==> config.mk <==
export PLATFORM = sky130hd
export DESIGN_NAME = mt_reorder_buf
export DESIGN_NICKNAME = d
export VERILOG_FILES = /design/src/rtl/mtrob_pkg.sv /design/src/rtl/mtrob_share_limit.sv /design/src/rtl/mtrob_thread_ring.sv /design/src/rtl/mt_reorder_buf.sv
export SDC_FILE = /design/constraint.sdc
export NUM_CORES = 1
export LEC_CHECK = 0
export BUFFER_PORTS_ARGS = -buffer_cell sky130_fd_sc_hd__clkbuf_2
export CORE_ASPECT_RATIO = 1.4
export CORE_MARGIN = 5
export CORE_UTILIZATION = 60
export CTS_BUF_LIST = sky130_fd_sc_hd__clkbuf_8
export DETAILED_ROUTE_END_ITERATION = 10
export PLACE_DENSITY = 0.83
export SLEW_MARGIN = 5
export SYNTH_ARGS = -nofsm -noshare
export SYNTH_HDL_FRONTEND = slang
export SYNTH_SLANG_ARGS = --single-unit
==> constraint.sdc <==
create_clock -name clk -period 16.4 [get_ports clk]
set_input_delay 1.64 -clock clk [delete_from_list [all_inputs] [get_ports clk]]
set_output_delay 1.64 -clock clk [all_outputs]
set_load 0.01 [all_outputs]
==> src/rtl/mtrob_pkg.sv <==
package mtrob_pkg;
  typedef enum logic [1:0] {
    ST_RUN    = 2'd0,
    ST_IDLE   = 2'd1,
    ST_SQUASH = 2'd2
  } thr_state_e;

  typedef enum logic [1:0] {
    MODE_DYN    = 2'd0,
    MODE_PART   = 2'd1,
    MODE_THRESH = 2'd2,
    MODE_RSVD   = 2'd3
  } share_mode_e;
endpackage

==> src/rtl/mtrob_share_limit.sv <==
module mtrob_share_limit #(
  parameter int NT  = 2,
  parameter int E   = 8,
  parameter int PCT = 75,
  parameter int CW  = 4
) (
  input  logic [1:0]     mode,
  input  logic [NT-1:0]  active,
  output logic [CW-1:0]  limit [NT]
);
  import mtrob_pkg::*;

  localparam int THR_LIM = (E * PCT) / 100;

  logic [CW-1:0] part_lim;
  logic [CW-1:0] mode_lim;

  // even split among active threads, one constant divide per possible count
  always_comb begin
    part_lim = '0;
    for (int d = 1; d <= NT; d++) begin
      if ($countones(active) == d) part_lim = CW'(E / d);
    end
  end

  always_comb begin
    case (share_mode_e'(mode))
      MODE_PART:   mode_lim = part_lim;
      MODE_THRESH: mode_lim = CW'(THR_LIM);
      default:     mode_lim = CW'(E);
    endcase
  end

  generate
    for (genvar t = 0; t < NT; t++) begin : g_lim
      assign limit[t] = active[t] ? mode_lim : '0;
    end
  endgenerate
endmodule

==> src/rtl/mtrob_thread_ring.sv <==
module mtrob_thread_ring #(
  parameter int E    = 8,
  parameter int SQW  = 2,
  parameter int SEQW = 8,
  parameter int DSTW = 6,
  parameter int PW   = 3,
  parameter int CW   = 4
) (
  input  logic            clk,
  input  logic            rst_n,
  input  logic            ins_en,
  input  logic [SEQW-1:0] ins_seq,
  input  logic [DSTW-1:0] ins_dst,
  input  logic            wb_en,
  input  logic [PW-1:0]   wb_slot,
  input  logic            ret_req,
  input  logic            sq_req,
  input  logic [SEQW-1:0] sq_seq,
  output logic [CW-1:0]   cnt,
  output logic            hd_ready,
  output logic [SEQW-1:0] hd_seq,
  output logic [DSTW-1:0] hd_dst,
  output logic [PW-1:0]   tail_slot,
  output logic            squashing,
  output logic            sq_done
);
  logic [SEQW-1:0] seq_q [E];
  logic [DSTW-1:0] dst_q [E];
  logic [E-1:0]    cmpl_q;
  logic [PW-1:0]   head_q, tail_q, walk_q;
  logic [CW-1:0]   cnt_q, wcnt_q;
  logic [SEQW-1:0] sq_seq_q;
  logic            busy_q, done_q;

  logic            ret_fire, sq_fire;
  logic [PW-1:0]   tail_n;
  logic [CW-1:0]   cnt_n, remain, step_n;
  logic            walk_end;
  logic [PW-1:0]   cand;

  assign ret_fire = ret_req && hd_ready && !busy_q;
  assign sq_fire  = sq_req && !busy_q;
  assign tail_n   = ins_en ? tail_q + PW'(1) : tail_q;
  assign cnt_n    = cnt_q + (ins_en ? CW'(1) : '0) - (ret_fire ? CW'(1) : '0);
  assign remain   = cnt_q - wcnt_q;

  // backward walk: count up to SQW consecutive younger entries from walk_q
  always_comb begin
    step_n   = '0;
    walk_end = 1'b0;
    cand     = '0;
    for (int k = 0; k < SQW; k++) begin
      cand = walk_q - PW'(k + 1);
      if (!walk_end) begin
        if (CW'(k) < remain && seq_q[cand] > sq_seq_q) step_n = step_n + CW'(1);
        else walk_end = 1'b1;
      end
    end
  end

  always_ff @(posedge clk) begin
    if (!rst_n) begin
      for (int i = 0; i < E; i++) begin
        seq_q[i] <= '0;
        dst_q[i] <= '0;
      end
      cmpl_q   <= '0;
      head_q   <= '0;
      tail_q   <= '0;
      walk_q   <= '0;
      cnt_q    <= '0;
      wcnt_q   <= '0;
      sq_seq_q <= '0;
      busy_q   <= 1'b0;
      done_q   <= 1'b1;
    end else begin
      if (wb_en) cmpl_q[wb_slot] <= 1'b1;
      if (ins_en) begin
        seq_q[tail_q]  <= ins_seq;
        dst_q[tail_q]  <= ins_dst;
        cmpl_q[tail_q] <= 1'b0;
      end
      if (ret_fire) head_q <= head_q + PW'(1);
      if (sq_fire) begin
        tail_q   <= tail_n;
        cnt_q    <= cnt_n;
        busy_q   <= 1'b1;
        done_q   <= 1'b0;
        walk_q   <= tail_n;
        wcnt_q   <= '0;
        sq_seq_q <= sq_seq;
      end else if (busy_q) begin
        if (walk_end) begin
          tail_q <= walk_q - PW'(step_n);
          cnt_q  <= cnt_q - wcnt_q - step_n;
          busy_q <= 1'b0;
          done_q <= 1'b1;
        end else begin
          walk_q <= walk_q - PW'(step_n);
          wcnt_q <= wcnt_q + step_n;
        end
      end else begin
        tail_q <= tail_n;
        cnt_q  <= cnt_n;
      end
    end
  end

  assign cnt       = cnt_q;
  assign hd_ready  = (cnt_q != '0) && cmpl_q[head_q];
  assign hd_seq    = seq_q[head_q];
  assign hd_dst    = dst_q[head_q];
  assign tail_slot = tail_q;
  assign squashing = busy_q;
  assign sq_done   = done_q;
endmodule

==> src/rtl/mt_reorder_buf.sv <==
module mt_reorder_buf #(
  parameter int NT   = 2,
  parameter int E    = 8,
  parameter int SQW  = 2,
  parameter int SEQW = 8,
  parameter int DSTW = 6,
  parameter int PCT  = 75,
  localparam int PW   = $clog2(E),
  localparam int CW   = $clog2(E + 1),
  localparam int TW   = (NT > 1) ? $clog2(NT) : 1,
  localparam int IDXW = TW + PW
) (
  input  logic               clk,
  input  logic               rst_n,
  input  logic [1:0]         share_mode,
  input  logic [NT-1:0]      thr_active,
  input  logic               disp_valid,
  input  logic [TW-1:0]      disp_tid,
  input  logic [SEQW-1:0]    disp_seq,
  input  logic [DSTW-1:0]    disp_dst,
  output logic               disp_ready,
  output logic [IDXW-1:0]    disp_idx,
  input  logic               wb_valid,
  input  logic [IDXW-1:0]    wb_idx,
  input  logic               ret_req,
  input  logic [TW-1:0]      ret_tid,
  input  logic               sq_req,
  input  logic [TW-1:0]      sq_tid,
  input  logic [SEQW-1:0]    sq_seq,
  output logic [NT-1:0]      sq_done,
  output logic [NT-1:0]      head_ready,
  output logic [NT*SEQW-1:0] head_seq,
  output logic [NT*DSTW-1:0] head_dst,
  output logic               commit_ok,
  output logic               full,
  output logic               empty,
  output logic [NT-1:0]      thr_full,
  output logic [NT-1:0]      thr_empty,
  output logic [CW-1:0]      free_cnt,
  output logic [2*NT-1:0]    thr_status,
  output logic               overflow
);
  import mtrob_pkg::*;

  logic [CW-1:0] limit   [NT];
  logic [CW-1:0] cnt_a   [NT];
  logic [PW-1:0] tail_a  [NT];
  logic [NT-1:0] busy;
  logic [CW-1:0] total;
  logic          sel_ok;
  logic [PW-1:0] sel_tail;
  logic          ovf_q;

  mtrob_share_limit #(.NT(NT), .E(E), .PCT(PCT), .CW(CW)) u_limit (
    .mode  (share_mode),
    .active(thr_active),
    .limit (limit)
  );

  generate
    for (genvar t = 0; t < NT; t++) begin : g_thr
      logic ins_t, wb_t, ret_t, sq_t;
      assign ins_t = disp_valid && disp_ready && (disp_tid == TW'(t));
      assign wb_t  = wb_valid && (wb_idx[IDXW-1:PW] == TW'(t));
      assign ret_t = ret_req && (ret_tid == TW'(t));
      assign sq_t  = sq_req && (sq_tid == TW'(t));

      mtrob_thread_ring #(.E(E), .SQW(SQW), .SEQW(SEQW), .DSTW(DSTW),
                          .PW(PW), .CW(CW)) u_ring (
        .clk      (clk),
        .rst_n    (rst_n),
        .ins_en   (ins_t),
        .ins_seq  (disp_seq),
        .ins_dst  (disp_dst),
        .wb_en    (wb_t),
        .wb_slot  (wb_idx[PW-1:0]),
        .ret_req  (ret_t),
        .sq_req   (sq_t),
        .sq_seq   (sq_seq),
        .cnt      (cnt_a[t]),
        .hd_ready (head_ready[t]),
        .hd_seq   (head_seq[t*SEQW +: SEQW]),
        .hd_dst   (head_dst[t*DSTW +: DSTW]),
        .tail_slot(tail_a[t]),
        .squashing(busy[t]),
        .sq_done  (sq_done[t])
      );

      assign thr_empty[t] = (cnt_a[t] == '0);
      assign thr_full[t]  = (cnt_a[t] >= limit[t]);
      assign thr_status[2*t +: 2] = busy[t]          ? ST_SQUASH :
                                    !thr_active[t]   ? ST_IDLE   : ST_RUN;
    end
  endgenerate

  always_comb begin
    total = '0;
    for (int t = 0; t < NT; t++) total = total + cnt_a[t];
  end

  // admission for the thread named on disp_tid
  always_comb begin
    sel_ok   = 1'b0;
    sel_tail = '0;
    for (int t = 0; t < NT; t++) begin
      if (disp_tid == TW'(t)) begin
        sel_ok   = thr_active[t] && !busy[t] && (cnt_a[t] < limit[t]);
        sel_tail = tail_a[t];
      end
    end
  end

  assign disp_ready = sel_ok && (total < CW'(E));
  assign disp_idx   = {disp_tid, sel_tail};

  always_ff @(posedge clk) begin
    if (!rst_n) ovf_q <= 1'b0;
    else if (disp_valid && !disp_ready) ovf_q <= 1'b1;
  end

  assign overflow  = ovf_q;
  assign commit_ok = |head_ready;
  assign full      = (total == CW'(E));
  assign empty     = (total == '0);
  assign free_cnt  = CW'(E) - total;
endmodule

; ---- After elaboration in Yosys (flattened, before gate mapping)
; Memory sizes are Yosys's and may differ from the RTL's. A register that Yosys moved wholly into a read port is not among the register bits.
; Index checks and enable logic that the tools add are counted.
[totals]
ff_bits = 71
mem_bits_rw = 224
inputBits = 39
out_inout_bits = 53
elab_cells = 248
mem_count = 4
[op_classes]
addsub = 25
n_lt_le_gt_ge = 21
n_eq_ne = 9
n_mux = 102
bitwise_logic = 13
n_reduce_logical = 55
[memory_table]
columns = name, depth, word_bits, rd, rd_ports_with_merged_regs, write_ports, line_no
row1 = g_thr[0].u_ring.seq_q, 8, 8, 3, 1, 8, mtrob_thread_ring.sv:27  ; logic [SEQW-1:0] seq_q [E];
row2 = g_thr[1].u_ring.seq_q, 8, 8, 3, 1, 8, mtrob_thread_ring.sv:27
row3 = g_thr[0].u_ring.dst_q, 8, 6, 1, 1, 8, mtrob_thread_ring.sv:28  ; logic [DSTW-1:0] dst_q [E];
row4 = g_thr[1].u_ring.dst_q, 8, 6, 1, 1, 8, mtrob_thread_ring.sv:28
[ops]
columns = op, n
row1 = $mux 3, 27
row2 = $mux 8, 8
row3 = $mux 4, 14
row4 = $mux 1, 43
row5 = $eq 32x3->1 const B, 1
row6 = $gt 8x8->1, 4
row7 = $logic_and 1x1->1, 30
row8 = $sub 4x4->4, 6
row9 = $add 4x4->4, 5
row10 = $lt 3x4->1 const B, 5
row11 = $and 8x8->8, 2
row12 = $lt 1x4->1 const A, 4
row13 = $not 8->8, 2
row14 = $or 8x8->8, 2
row15 = $reduce_or 8->1, 2
row16 = $add 3x1->3 const B, 4
row17 = $logic_not 4->1, 3
row18 = $mux 6, 2
row19 = $reduce_and 2->1, 6
row20 = $reduce_or 6->1, 2
row21 = $demux 1 s3, 3
row22 = $ge 3x1->1 const B, 3
row23 = $add 4x1->4 const B, 2
row24 = $ge 4x4->1, 2
row25 = 20 further kinds, 43

; ---- Longest topological paths before layout
; Gate-level depths: netlist of the first run.
[depth]
depth_word = 17
mapped_depth = 22

; ---- Cells and area by module
; A second synthesis of the first run with hierarchy kept.
[hier_totals]
cells_unflattened = 1415
area_unflattened_um2 = 17747.0
[modules_own_cells]
columns = module, n_inst, cells_each, area_per_inst_um2, seq_area_each_um2
row1 = mtrob_thread_ring at g_thr[1].u_ring, 1, 670, 8540.7, 4124.0
row2 = mtrob_thread_ring at g_thr[0].u_ring, 1, 653, 8505.7, 4124.0
row3 = mt_reorder_buf, 1, 74, 564.3, 20.0
row4 = mtrob_share_limit, 1, 18, 136.4, 0.0

; ---- Worst setup path before layout of the first run
; Ideal clock, no wire load.
[synth_timing]
path_kind = reg-to-reg
start = register g_thr[1].u_ring.walk_q[0]
end = register g_thr[1].u_ring.walk_q[1]
t_arrival_ps = 5208
required_time_ps = 16317
slack_ps = 11110
path_stages_with_launch = 21
path_buffers = 6
path_cell_list = dfxtp_1 clkbuf_1 buf_2 buf_2 inv_1 ha_1 buf_1 clkbuf_1 mux4_2 mux2_2 ha_1 and4_1 nand4_1 o31a_1 nand2_1 or2_2 buf_2 inv_2 fa_1 or4_1 o221ai_1
[synth_via]
elab_chain_len = 12
elab_cells_between_ends = 20
classes_between = add/sub: 4 / order compare: 2 / eq/ne: 1 / mux: 9 / reduce/logical: 3 / memory: 1
[synth_rtl]
columns = item, line_no
row1 = start: declaration, mtrob_thread_ring.sv:30  ; logic [PW-1:0] head_q, tail_q, walk_q;
row2 = start signal: assignment, mtrob_thread_ring.sv:89  ; walk_q <= tail_n;
row3 = start signal: assignment, mtrob_thread_ring.sv:99  ; walk_q <= walk_q - PW'(step_n);
row4 = $sub 3x1->3, mtrob_thread_ring.sv:53  ; cand = walk_q - PW'(k + 1);
row5 = $mem_v2 8x8, n/a
row6 = $gt 8x8->1, mtrob_thread_ring.sv:55  ; if (CW'(k) < remain && seq_q[cand] > sq_seq_q) step_n = step_n + CW'(1);
row7 = $logic_and 1x1->1, mtrob_thread_ring.sv:55
row8 = $mux 1, mtrob_thread_ring.sv:55
row9 = $add 4x1->4, mtrob_thread_ring.sv:55
row10 = $mux 4, mtrob_thread_ring.sv:55
row11 = $mux 4, mtrob_thread_ring.sv:54  ; if (!walk_end) begin
row12 = $sub 3x3->3, mtrob_thread_ring.sv:99
row13 = $mux 3, mtrob_thread_ring.sv:93  ; if (walk_end) begin
row14 = $mux 3, mtrob_thread_ring.sv:92  ; end else if (busy_q) begin
row15 = $mux 3, mtrob_thread_ring.sv:84  ; if (sq_fire) begin
; Several ways; a longest one is shown, not always the timed one. The select of a mux whose other input is x is not followed.
; A chain may end at the register's enable or synchronous reset.

; ---- Worst setup path after layout of the first run
[layout_timing]
start = register g_thr[0].u_ring.walk_q[1]
end = register g_thr[0].u_ring.walk_q[1]
[layout_via]
elab_chain_len = 12
elab_cells_between_ends = 20
classes_between = add/sub: 4 / order compare: 2 / eq/ne: 1 / mux: 9 / reduce/logical: 3 / memory: 1
[layout_rtl]
columns = item, line_no
row1 = start: declaration, mtrob_thread_ring.sv:30
row2 = start signal: assignment, mtrob_thread_ring.sv:89
row3 = start signal: assignment, mtrob_thread_ring.sv:99
row4 = $sub 3x1->3, mtrob_thread_ring.sv:53
row5 = $mem_v2 8x8, n/a
row6 = $gt 8x8->1, mtrob_thread_ring.sv:55
row7 = $logic_and 1x1->1, mtrob_thread_ring.sv:55
row8 = $mux 1, mtrob_thread_ring.sv:55
row9 = $add 4x1->4, mtrob_thread_ring.sv:55
row10 = $mux 4, mtrob_thread_ring.sv:55
row11 = $mux 4, mtrob_thread_ring.sv:54
row12 = $sub 3x3->3, mtrob_thread_ring.sv:99
row13 = $mux 3, mtrob_thread_ring.sv:93
row14 = $mux 3, mtrob_thread_ring.sv:92
row15 = $mux 3, mtrob_thread_ring.sv:84
; Several ways; a longest one is shown, not always the timed one. The select of a mux whose other input is x is not followed.

==> summary.txt, run 1 <==
Clock sink count: 301
Hold Crit Class: reg2reg
Max VDD drop: 0.00005643 V
# rows: 74
Final Hold Fails: 0
Final GP Congestion: 0.9129
Sequential area share after synthesis: 46.68%
Setup TNS Final: 0 ns
Worst-Margin Slew: 1.155 ns
WL per Instance: 22.88 microns
Post-Route WL: 43.63 mm
DRC: 0
WS Path Type: reg2reg
Async S/R FF share, synth: 0%
Pleak: 7.268 nW
Worst skew pair latency: 0.58 ns
CP Launch Type: register
Die height: 213.3 microns
Max Cap Viol: 0
# H-tree levels: 2
Power per cell area: 103.4 mW/mm^2
Rel. slew slack: 22.90%
Worst-path maximum fanout: 16
Worst-case clock buffer depth: 3
Setup bufs post-CTS: 0
Synthesis Warnings: 0
Post-synth EDFFs: 224
TritonCTS clock tree: yes
ANT nets after route: 0
Placed Cells incl. Taps: 1,828
Final worst setup slack: 10.95 ns
Post-cts resize count: 0
Largest net degree at the start of global routing: 43
First-pass GRT wire length: 68.62 mm
Yosys reg bits: 301
Initial detailed-routing violation count: 1,047
Crit path capture type: register
Area Growth Syn to Fin: 8.724%
Worst Skew: 0.01634 ns
Main synth FF type: edfxtp_1
Drt first pass iters: 7
Vias in the first global route: 12,387
Number of nets in the layout: 1,622
Fmax achieved: 183.5 MHz
Initial Utilization: 60.73%
Hpwl dp: 30.19 mm
TritonCTS buffer count: 44
Proportion of layout cells with a drive suffix above 1: 24.31%
IO Pins: 92
Total GRT Usage: 26.93%
CP Data Required Time: 16.89 ns
Die Footprint: 0.03311 sq mm
Root Buffer: clkbuf_8
Unique masters post-synth: 62
Via density: 6.320
Antenna violations before repair: 2
Syn avg cell area: 12.40 sq um
RSZ-0062 raised after global routing: false
Core ar.: 0.02917 sq mm
Status: finished, final reports clean
Fillers: 2,061
Crit path arrival time: 5.94 ns
Cells after Synth: 1,429
Final Critical Period: 5.449 ns
CTS Hold Bufs: 0
Total number of vias: 12,052
IO buf count: 91
Die width: 155.2 microns
Synth Cell Area: 0.01771 sq mm
Syn Nets: 1,557
Setup WS pre-CTS: 11.00 ns
Grt ovf: 0
Clk slew on worst S/H paths: 0.06 ns
Crit share post-route: 33.23%
Final Non-Filler Cells: 1,907
Count of final setup violators: 0
Max-slew violations: 0
[registers in the layout (all words and copies together), names as in the netlist, named ones only]
signal,flops
g_thr.u_ring.seq_q,128
g_thr.u_ring.squashing,2
g_thr.u_ring.sq_seq_q,16
g_thr.u_ring.walk_q,6
g_thr.u_ring.wcnt_q,8
g_thr.u_ring.cnt,8
g_thr.u_ring.cmpl_q,16
g_thr.u_ring.dst_q,96
g_thr.u_ring.tail_slot,6
overflow,1
g_thr.u_ring.head_q,6
g_thr.u_ring.sq_done,2
[metrics by stage]
stage               hold slack, ns  utilization [%]  cell area [sq um]  total power, mW
global placement            0.4412            63.20              18430            1.415
floorplan                   0.4315                -              17710            1.281
finish                      0.4638            66.03              19260            1.991
CTS                         0.4637            66.02              19260            1.995
detailed placement          0.4485            63.20              18430            1.439
global route                0.4835            66.03              19260            2.098
[area by class of cell]
cell class | count | area [sq um] | area share (%)
Sequential cell | 301 | 8270 | 42.94
Inverter | 60 | 225.2 | 1.169
Clock buffer | 51 | 701.9 | 3.645
Antenna cell | 1 | 2.502 | 0.01299
Timing Repair Buffer | 116 | 643.1 | 3.339
Tap cell | 380 | 475.5 | 2.469
Clock inverter | 27 | 120.1 | 0.6237
Multi-Input combinational cell | 971 | 8820 | 45.80
[report_power, final]
| part | switching (mW) | total [mW] | internal (mW) |
|---|---|---|---|
| clock | 0.280 | 0.563 | 0.283 |
| sequential | 0.0470 | 0.902 | 0.855 |
| combinational | 0.297 | 0.526 | 0.229 |
| total | 0.624 | 1.99 | 1.37 |
[layout by cell type (no fill, tap or decap), types with 5 or more instances in the layout]
cell and instances:
and2_1 230, edfxtp_1 224, mux4_2 120, nand2_1 114, clkbuf_2 91, ha_1 78, dfxtp_1 75, inv_1 73
nor2_1 61, a21oi_1 55, clkbuf_8 51, mux2_2 44, o21ai_0 30, buf_4 25, mux2i_1 20, xor2_1 16
xnor2_1 15, nand4_1 14, a211oi_1 14, o21ai_1 12, nand2b_1 11, fa_1 11, a21o_1 10, nand3_1 10
nor2b_1 9, nor3_1 7, nor3_4 7, or2_2 6, clkinv_1 6, a31oi_1 6, o221ai_1 6, and3_1 5
nor4_4 5
[kinds of logic after synthesis]
| kind of cell | count (synthesis) | share of synthesized area, % |
|---|---|---|
| AND/OR/NAND/NOR | 508 | 16.66 |
| flip-flops | 301 | 46.68 |
| multiplexers | 184 | 19.18 |
| AO/OA/AOI/OAI | 159 | 5.496 |
| buffers and inverters | 157 | 3.694 |
| adder cells (fa/ha/maj) | 89 | 6.753 |
| XOR/XNOR | 31 | 1.533 |
[cells in the mapped netlist, drive strengths merged, types with 4 or more instances]
library cell,number,area share (%)
a31oi,6,0.21
nor2,64,1.5
nor3,14,0.84
mux4,120,15
o21ai,42,1.2
nand3b,4,0.17
inv,59,1.3
nand4b,4,0.20
mux2,44,2.8
nand2b,11,0.39
a21o,10,0.42
fa,11,1.2
nor3b,4,0.17
clkbuf,63,1.4
edfxtp,224,38
nand4,14,0.49
o21a,4,0.17
buf,34,1.0
ha,78,5.5
nor2b,9,0.32
xor2,16,0.79
and2,230,8.1
o221ai,6,0.30
a211oi,15,0.66
dfxtp,77,8.7
o211ai,4,0.17
mux2i,20,1.1
nor4,7,0.62
a21oi,55,1.6
or2,6,0.21
o31ai,6,0.25
nand2,115,2.5
xnor2,15,0.74
and3,5,0.18
nand3,10,0.28
[path summary, 6_finish.rpt]
path,from,end,slack [ns],cells after the start
max,g_thr[0].u_ring.walk_q[1],g_thr[0].u_ring.walk_q[1],10.95,13
min,g_thr[1].u_ring.sq_seq_q[2],g_thr[1].u_ring.sq_seq_q[2],0.46,2
max reg2reg,g_thr[0].u_ring.walk_q[1],g_thr[0].u_ring.walk_q[1],10.95,13
min reg2reg,g_thr[1].u_ring.sq_seq_q[2],g_thr[1].u_ring.sq_seq_q[2],0.46,2
[routing by layer]
metal,global-route usage (%),wire [microns]
met5,0,20
met3,4.907,3353
met1,32.83,16120
met4,12.02,2063
met2,47.03,22080
[critical path: stages (launching register included)]
cell,delay (ns)
dfxtp_1,0.76
inv_1,0.32
ha_1,0.81
mux4_2,0.42
mux2_2,0.29
ha_1,0.32
and4b_1,0.23
a211oi_1,0.22
o22ai_1,0.19
nand2_1,0.51
inv_1,0.19
fa_1,0.49
or4_1,0.53
o221ai_1,0.08
No activity file was read; power rests on OpenSTA's default activity.
==> run 2: changes to the inputs <==
ABC_AREA = 1   (was not set)
CORE_UTILIZATION = 58   (was 60)
PLACE_DENSITY = 0.84   (was 0.83)
clock period = 5 ns   (was 16.4 ns; I/O delays follow)
==> run 2 against run 1 <==
Net effect:
- die area increased by 2.8%
- core utilization down 1.7 points
- first-iteration DRC count up 86%
- highest routed layer unchanged
==> summary.txt, run 2 <==
Max-slew violations: 0
IO Pins: 92
Final GP Congestion: 0.9961
Most frequent cells in the layout: 453 x nor2_1, 288 x o21ai_0, 236 x nand2_1, 234 x inv_1, 224 x edfxtp_1
Area Growth Syn to Fin: 9.493%
Syn avg cell area: 8.060 sq um
Commonest cells in the netlist: 453 x nor2_1, 298 x o21ai_0, 236 x nand2_1, 224 x edfxtp_1, 223 x inv_1
Crit path arrival time: 4.86 ns
HP Start: sq_seq[7]
RSZ-0062 raised after global routing: false
Critical R2R Launch: g_thr[1].u_ring.walk_q[1]
ANT nets after route: 0
Largest area contributor in the netlist: edfxtp_1
Pleak: 8.312 nW
# rows: 75
Cells after Synth: 2,188
Worst-case clock buffer depth: 3
Max reg flops: 128
Via density: 6.036
Synthesis Warnings: 0
Setup bufs post-CTS: 0
Synth Cell Area: 0.01764 sq mm
Final Hold Fails: 0
Most used cell, CP: nand2_1
Hpwl dp: 36.96 mm
Buffers and inverters on the worst path: 5
Root Buffer: clkbuf_8
Status: finished, final reports clean
Sequential area share after synthesis: 46.88%
Die height: 216.3 microns
Antenna violations before repair: 3
Levels on crit path: 22
Hold Path Sink: g_thr[0].u_ring.sq_seq_q[7]
Crit share post-route: 87.22%
WL per Instance: 20.05 microns
CTS Hold Bufs: 0
Largest regs: g_thr.u_ring.seq_q: 128 flops, g_thr.u_ring.dst_q: 96 flops
Max VDD drop: 0.0003574 V
Post-synth EDFFs: 224
# H-tree levels: 2
Total number of vias: 16,055
Hold path depth: 3
Worst skew pair latency: 0.60 ns
CP Data Required Time: 5.50 ns
Top reg by flops: g_thr.u_ring.seq_q
Vias in the first global route: 15,556
Proportion of layout cells with a drive suffix above 1: 10.56%
Largest net degree at the start of global routing: 69
Count leader, synth: nor2_1
Rel. slew slack: 27.56%
TritonCTS clock tree: yes
Post-cts resize count: 0
Die width: 157.4 microns
Total GRT Usage: 30.91%
Die Footprint: 0.03404 sq mm
Max Cap Viol: 0
TritonCTS buffer count: 46
Worst Skew: 0.02884 ns
Clk slew on worst S/H paths: 0.07 ns
Crit path capture type: register
Hold Crit Class: in2reg
WS Path Type: reg2reg
Final Critical Period: 4.361 ns
CP Launch Type: register
Reg2reg end: g_thr[1].u_ring.walk_q[1]
Placed inst area: 0.01830 sq mm
Power per cell area: 388.1 mW/mm^2
Grt ovf: 0
Setup TNS Final: 0 ns
Synth top area share: 38.14%
Fmax achieved: 229.3 MHz
Clock sink count: 301
Async S/R FF share, synth: 0%
Most common library cell in the layout ignoring fill and taps: nor2_1
Number of nets in the layout: 2,363
Worst-Margin Slew: 1.083 ns
Initial detailed-routing violation count: 1,950
Unique masters post-synth: 39
Top cells by area, synth: edfxtp_1 38%, nor2_1 9.6%, dfxtp_1 8.7%, o21ai_0 8.5%, a21oi_1 5.8%
CP Cell Sequence: buf_4, inv_1, ha_1, xnor2_1, inv_1, a221oi_1, a31oi_1, ha_1, nand2_1, nor2_1, nand2_1, nand2_1, nand2_1, nor2_2, nand2_1, inv_1, fa_1, inv_1, nand4_1, nand2_1, nor2_1, nor2_1
Core ar.: 0.03003 sq mm
Post-Layout Inst Area: 0.01931 sq mm
Yosys reg bits: 301
Slowest-stage cell, CP: fa_1
Initial Utilization: 58.73%
Max incr delay on CP: 0.44 ns
R2R Setup Slk: 0.64 ns
Syn Nets: 2,316
Main synth FF type: edfxtp_1
DRC: 0
Drt first pass iters: 8
IO buf count: 91
Count of final setup violators: 0
Worst-path maximum fanout: 16
CP top delay family: simple AND/OR/NAND/NOR gates
Post-Route WL: 53.33 mm
Reg2Reg Depth: 22
First-pass GRT wire length: 82.68 mm
[run 2: changes by cell type after synthesis, moves of 48 or more]
cell,delta
a21oi_1,+151
and2_1,-230
inv_1,+166
mux4_2,-120
nand2_1,+122
nand3_1,+48
nor2_1,+392
o21ai_0,+256
[run 2: final cells by class]
type	count	area, sq um
repair buffers	129	740.7
fillers	2564	10720
clock inverters	36	331.6
multi-input cells	1521	7916
well taps	385	481.7
flip-flops and latches	301	8270
clock buffers	49	674.4
inverters	236	887.1
diodes	3	7.507
[run 2: power by group]
part	internal [mW]	switching, mW
Clock	1.23	1.03
Combinational	0.823	1.48
Sequential	2.81	0.120
Total	4.87	2.63
[run 2: how the worst max path moves through the flow]
stage / from / end
global route: g_thr[1].u_ring.walk_q[1] / g_thr[1].u_ring.walk_q[1]
global placement: g_thr[0].u_ring.walk_q[2] / g_thr[0].u_ring.cnt[2]
finish: g_thr[1].u_ring.walk_q[1] / g_thr[1].u_ring.walk_q[1]
detailed placement: g_thr[0].u_ring.walk_q[1] / g_thr[0].u_ring.walk_q[2]
CTS: g_thr[1].u_ring.walk_q[1] / g_thr[1].u_ring.walk_q[1]
floorplan: g_thr[0].u_ring.walk_q[0] / g_thr[0].u_ring.cnt[3]
[run 2: cell families (layout without fill, tap and decap cells)]
logic type	after synthesis	count (layout)	share of synthesized area, %
AND/OR/NAND/NOR	815	815	19.04
flip-flops	301	301	46.88
AO/OA/AOI/OAI	597	597	18.07
XOR/XNOR	20	20	0.9933
buffers and inverters	366	450	8.230
adder cells (fa/ha/maj)	89	89	6.783
other	0	3	0
[run 2: stage by stage]
stage                     utilization (%)  worst slack, ns  total power, mW  hold slack [ns]  cells
after floorplan                         -           0.7087            4.566           0.4253   2188
after global placement              60.93           0.8258            5.177           0.4401   2572
after detailed placement            60.93           0.7387            5.249           0.4558   2572
after CTS                           64.28           0.7111            7.477           0.2442   2657
after global routing                64.29           0.1883            7.914           0.2612   2658
final                               64.30           0.6389            7.493           0.2666   2660
[run 2: metal layers]
metal	vias to the layer above	global-route usage, %	wire length [microns]	part of all wire, %
met5	-	0	15	0.028
met4	2	16.01	2915	5.5
met3	184	4.809	4540	8.5
met2	877	53.25	26700	50
met1	7482	37.07	19150	36
li1	7510	-	-	-
[run 2: worst reg2reg max path, stage by stage (launching register included)]
cell and delay (ns):
dfxtp_1 0.31, buf_4 0.21, inv_1 0.16, ha_1 0.22, xnor2_1 0.31, inv_1 0.29
a221oi_1 0.32, a31oi_1 0.08, ha_1 0.32, nand2_1 0.06, nor2_1 0.14, nand2_1 0.07
nand2_1 0.05, nand2_1 0.10, nor2_2 0.28, nand2_1 0.24, inv_1 0.24, fa_1 0.44
inv_1 0.09, nand4_1 0.12, nand2_1 0.09, nor2_1 0.05, nor2_1 0.07
==> run 3: changes to the inputs <==
CORE_UTILIZATION = 45   (was 58)
PLACE_DENSITY = 0.67   (was 0.84)
clock period = 5.5 ns   (was 5 ns; I/O delays follow)
==> run 3 against run 2 <==
Net effect:
- final cell count rose by 5.1%
- total power fell by 11%
- critical endpoint is now g_thr[0].u_ring.cnt[3]
- hold slack improved by 0.039 ns
- critical path type unchanged
- combinational power fell by 10%
- non-clock buffer count fell by 6
- die area rose by 27%
- largest power group unchanged
- critical path depth did not move
==> summary.txt, run 3 (synthesis results as in run 2) <==
Drt first pass iters: 6
Fmax achieved: 211.3 MHz
RSZ-0062 raised after global routing: false
Max Cap Viol: 0
Die width: 177.3 microns
Most used cell, CP: nand2_1
IO Pins: 92
Setup TNS Final: 0 ns
Rel. slew slack: 30.58%
Critical R2R Launch: g_thr[0].u_ring.walk_q[1]
Clock sink count: 301
Grt ovf: 0
Buffers and inverters on the worst path: 2
TritonCTS clock tree: yes
Worst-path maximum fanout: 18
Initial Utilization: 45.68%
Most common library cell in the layout ignoring fill and taps: nor2_1
HP Start: sq_seq[0]
Slowest-stage cell, CP: dfxtp_1
Total number of vias: 15,782
Final GP Congestion: 0.9894
Die Footprint: 0.04331 sq mm
Crit share post-route: 86.04%
CP Launch Type: register
Worst Skew: 0.01855 ns
Largest regs: g_thr.u_ring.seq_q: 128 flops, g_thr.u_ring.dst_q: 96 flops
Post-Layout Inst Area: 0.01939 sq mm
Placed inst area: 0.01842 sq mm
Worst-Margin Slew: 1.035 ns
Most frequent cells in the layout: 453 x nor2_1, 288 x o21ai_0, 236 x nand2_1, 235 x inv_1, 224 x edfxtp_1
Total Power: 6.653 mW
Core ar.: 0.03861 sq mm
Largest net degree at the start of global routing: 69
Crit path arrival time: 5.26 ns
CP Cell Sequence: inv_1, ha_1, xnor2_1, inv_1, a221oi_1, a31oi_1, ha_1, nand2_1, nor2_1, nand2_1, nand2_1, nand2_1, nor2_2, nand2_1, ha_1, a21oi_1, nand3_1, xnor2_1, nand2_1, nand3_1, nand2_1, a21oi_1
Final Non-Filler Cells: 2,795
# rows: 85
Count of final setup violators: 0
Hpwl dp: 37.40 mm
# H-tree levels: 2
Max reg flops: 128
Die height: 244.2 microns
Power per cell area: 343.0 mW/mm^2
Final Hold Fails: 0
Hold Crit Class: in2reg
Vias in the first global route: 15,341
Worst Setup SP: g_thr[0].u_ring.walk_q[1]
Area Growth Syn to Fin: 9.961%
Placed Cells incl. Taps: 2,703
Total GRT Usage: 24.28%
ANT nets after route: 0
DRC: 0
Worst-case clock buffer depth: 3
Max VDD drop: 0.0001785 V
CP Data Required Time: 6.02 ns
Max-slew violations: 0
Max incr delay on CP: 0.68 ns
Crit path capture type: register
Final Critical Period: 4.732 ns
TritonCTS buffer count: 48
Via density: 5.647
Worst skew pair latency: 0.60 ns
Initial detailed-routing violation count: 1,443
Proportion of layout cells with a drive suffix above 1: 10.30%
Post-cts resize count: 0
Clk slew on worst S/H paths: 0.07 ns
WL per Instance: 19.15 microns
Number of nets in the layout: 2,359
Post-Route WL: 53.51 mm
Fillers: 3,674
CTS Hold Bufs: 0
IO buf count: 91
Antenna violations before repair: 2
Top reg by flops: g_thr.u_ring.seq_q
Setup bufs post-CTS: 0
Root Buffer: clkbuf_8
First-pass GRT wire length: 82.91 mm
Pleak: 8.259 nW
WS Path Type: reg2reg
CP top delay family: simple AND/OR/NAND/NOR gates
Status: finished, final reports clean
==> run 3: metrics by stage <==
step                      worst slack (ns)  utilization, %  hold WS [ns]
final                               0.7679           50.23        0.3059
after global routing                0.3534           50.23        0.3133
after CTS                           0.7829           50.22        0.2850
after detailed placement            0.8125           47.72        0.4510
after global placement              0.9006           47.72        0.4502
after floorplan                      1.209               -        0.4253
==> run 3: worst paths after layout <==
kind                                      end  slack, ns  cells after the start
setup / recovery       g_thr[0].u_ring.cnt[3]       0.77                     22
hold / removal    g_thr[0].u_ring.sq_seq_q[0]       0.31                      3
setup reg to reg       g_thr[0].u_ring.cnt[3]       0.77                     22
hold reg to reg     g_thr[1].u_ring.cmpl_q[0]       0.46                      2
==> run 3: per-layer routing <==
metal	GRT usage [%]	vias up	share of wire, %
met5	0	-	0
met4	12.98	0	5.7
met3	3.152	173	6.2
met2	43.60	697	51
met1	27.87	7419	37
li1	-	7493	-
==> run 3: cell type report <==
class,count,area [sq um],area share (%)
Sequential cell,301,8272,42.65
Multi-Input combinational cell,1521,7916,40.82
Inverter,236,887.1,4.575
Clock buffer,56,770.7,3.974
Timing Repair Buffer,123,695.7,3.587
Tap cell,522,653.1,3.368
Clock inverter,34,192.7,0.9936
Antenna cell,2,5.005,0.02581
==> run 3: worst reg2reg max path: stages, from the launching register on <==
cell	delay (ns)
dfxtp_1	0.68
inv_1	0.21
ha_1	0.25
xnor2_1	0.21
inv_1	0.31
a221oi_1	0.47
a31oi_1	0.09
ha_1	0.33
nand2_1	0.05
nor2_1	0.14
nand2_1	0.07
nand2_1	0.06
nand2_1	0.12
nor2_2	0.29
nand2_1	0.27
ha_1	0.36
a21oi_1	0.13
nand3_1	0.10
xnor2_1	0.16
nand2_1	0.06
nand3_1	0.10
nand2_1	0.06
a21oi_1	0.12
==> run 3: where the power goes <==
group	total (mW)	internal, mW	switching, mW
Clock	1.93	0.988	0.943
Combinational	2.06	0.726	1.33
Sequential	2.66	2.55	0.108
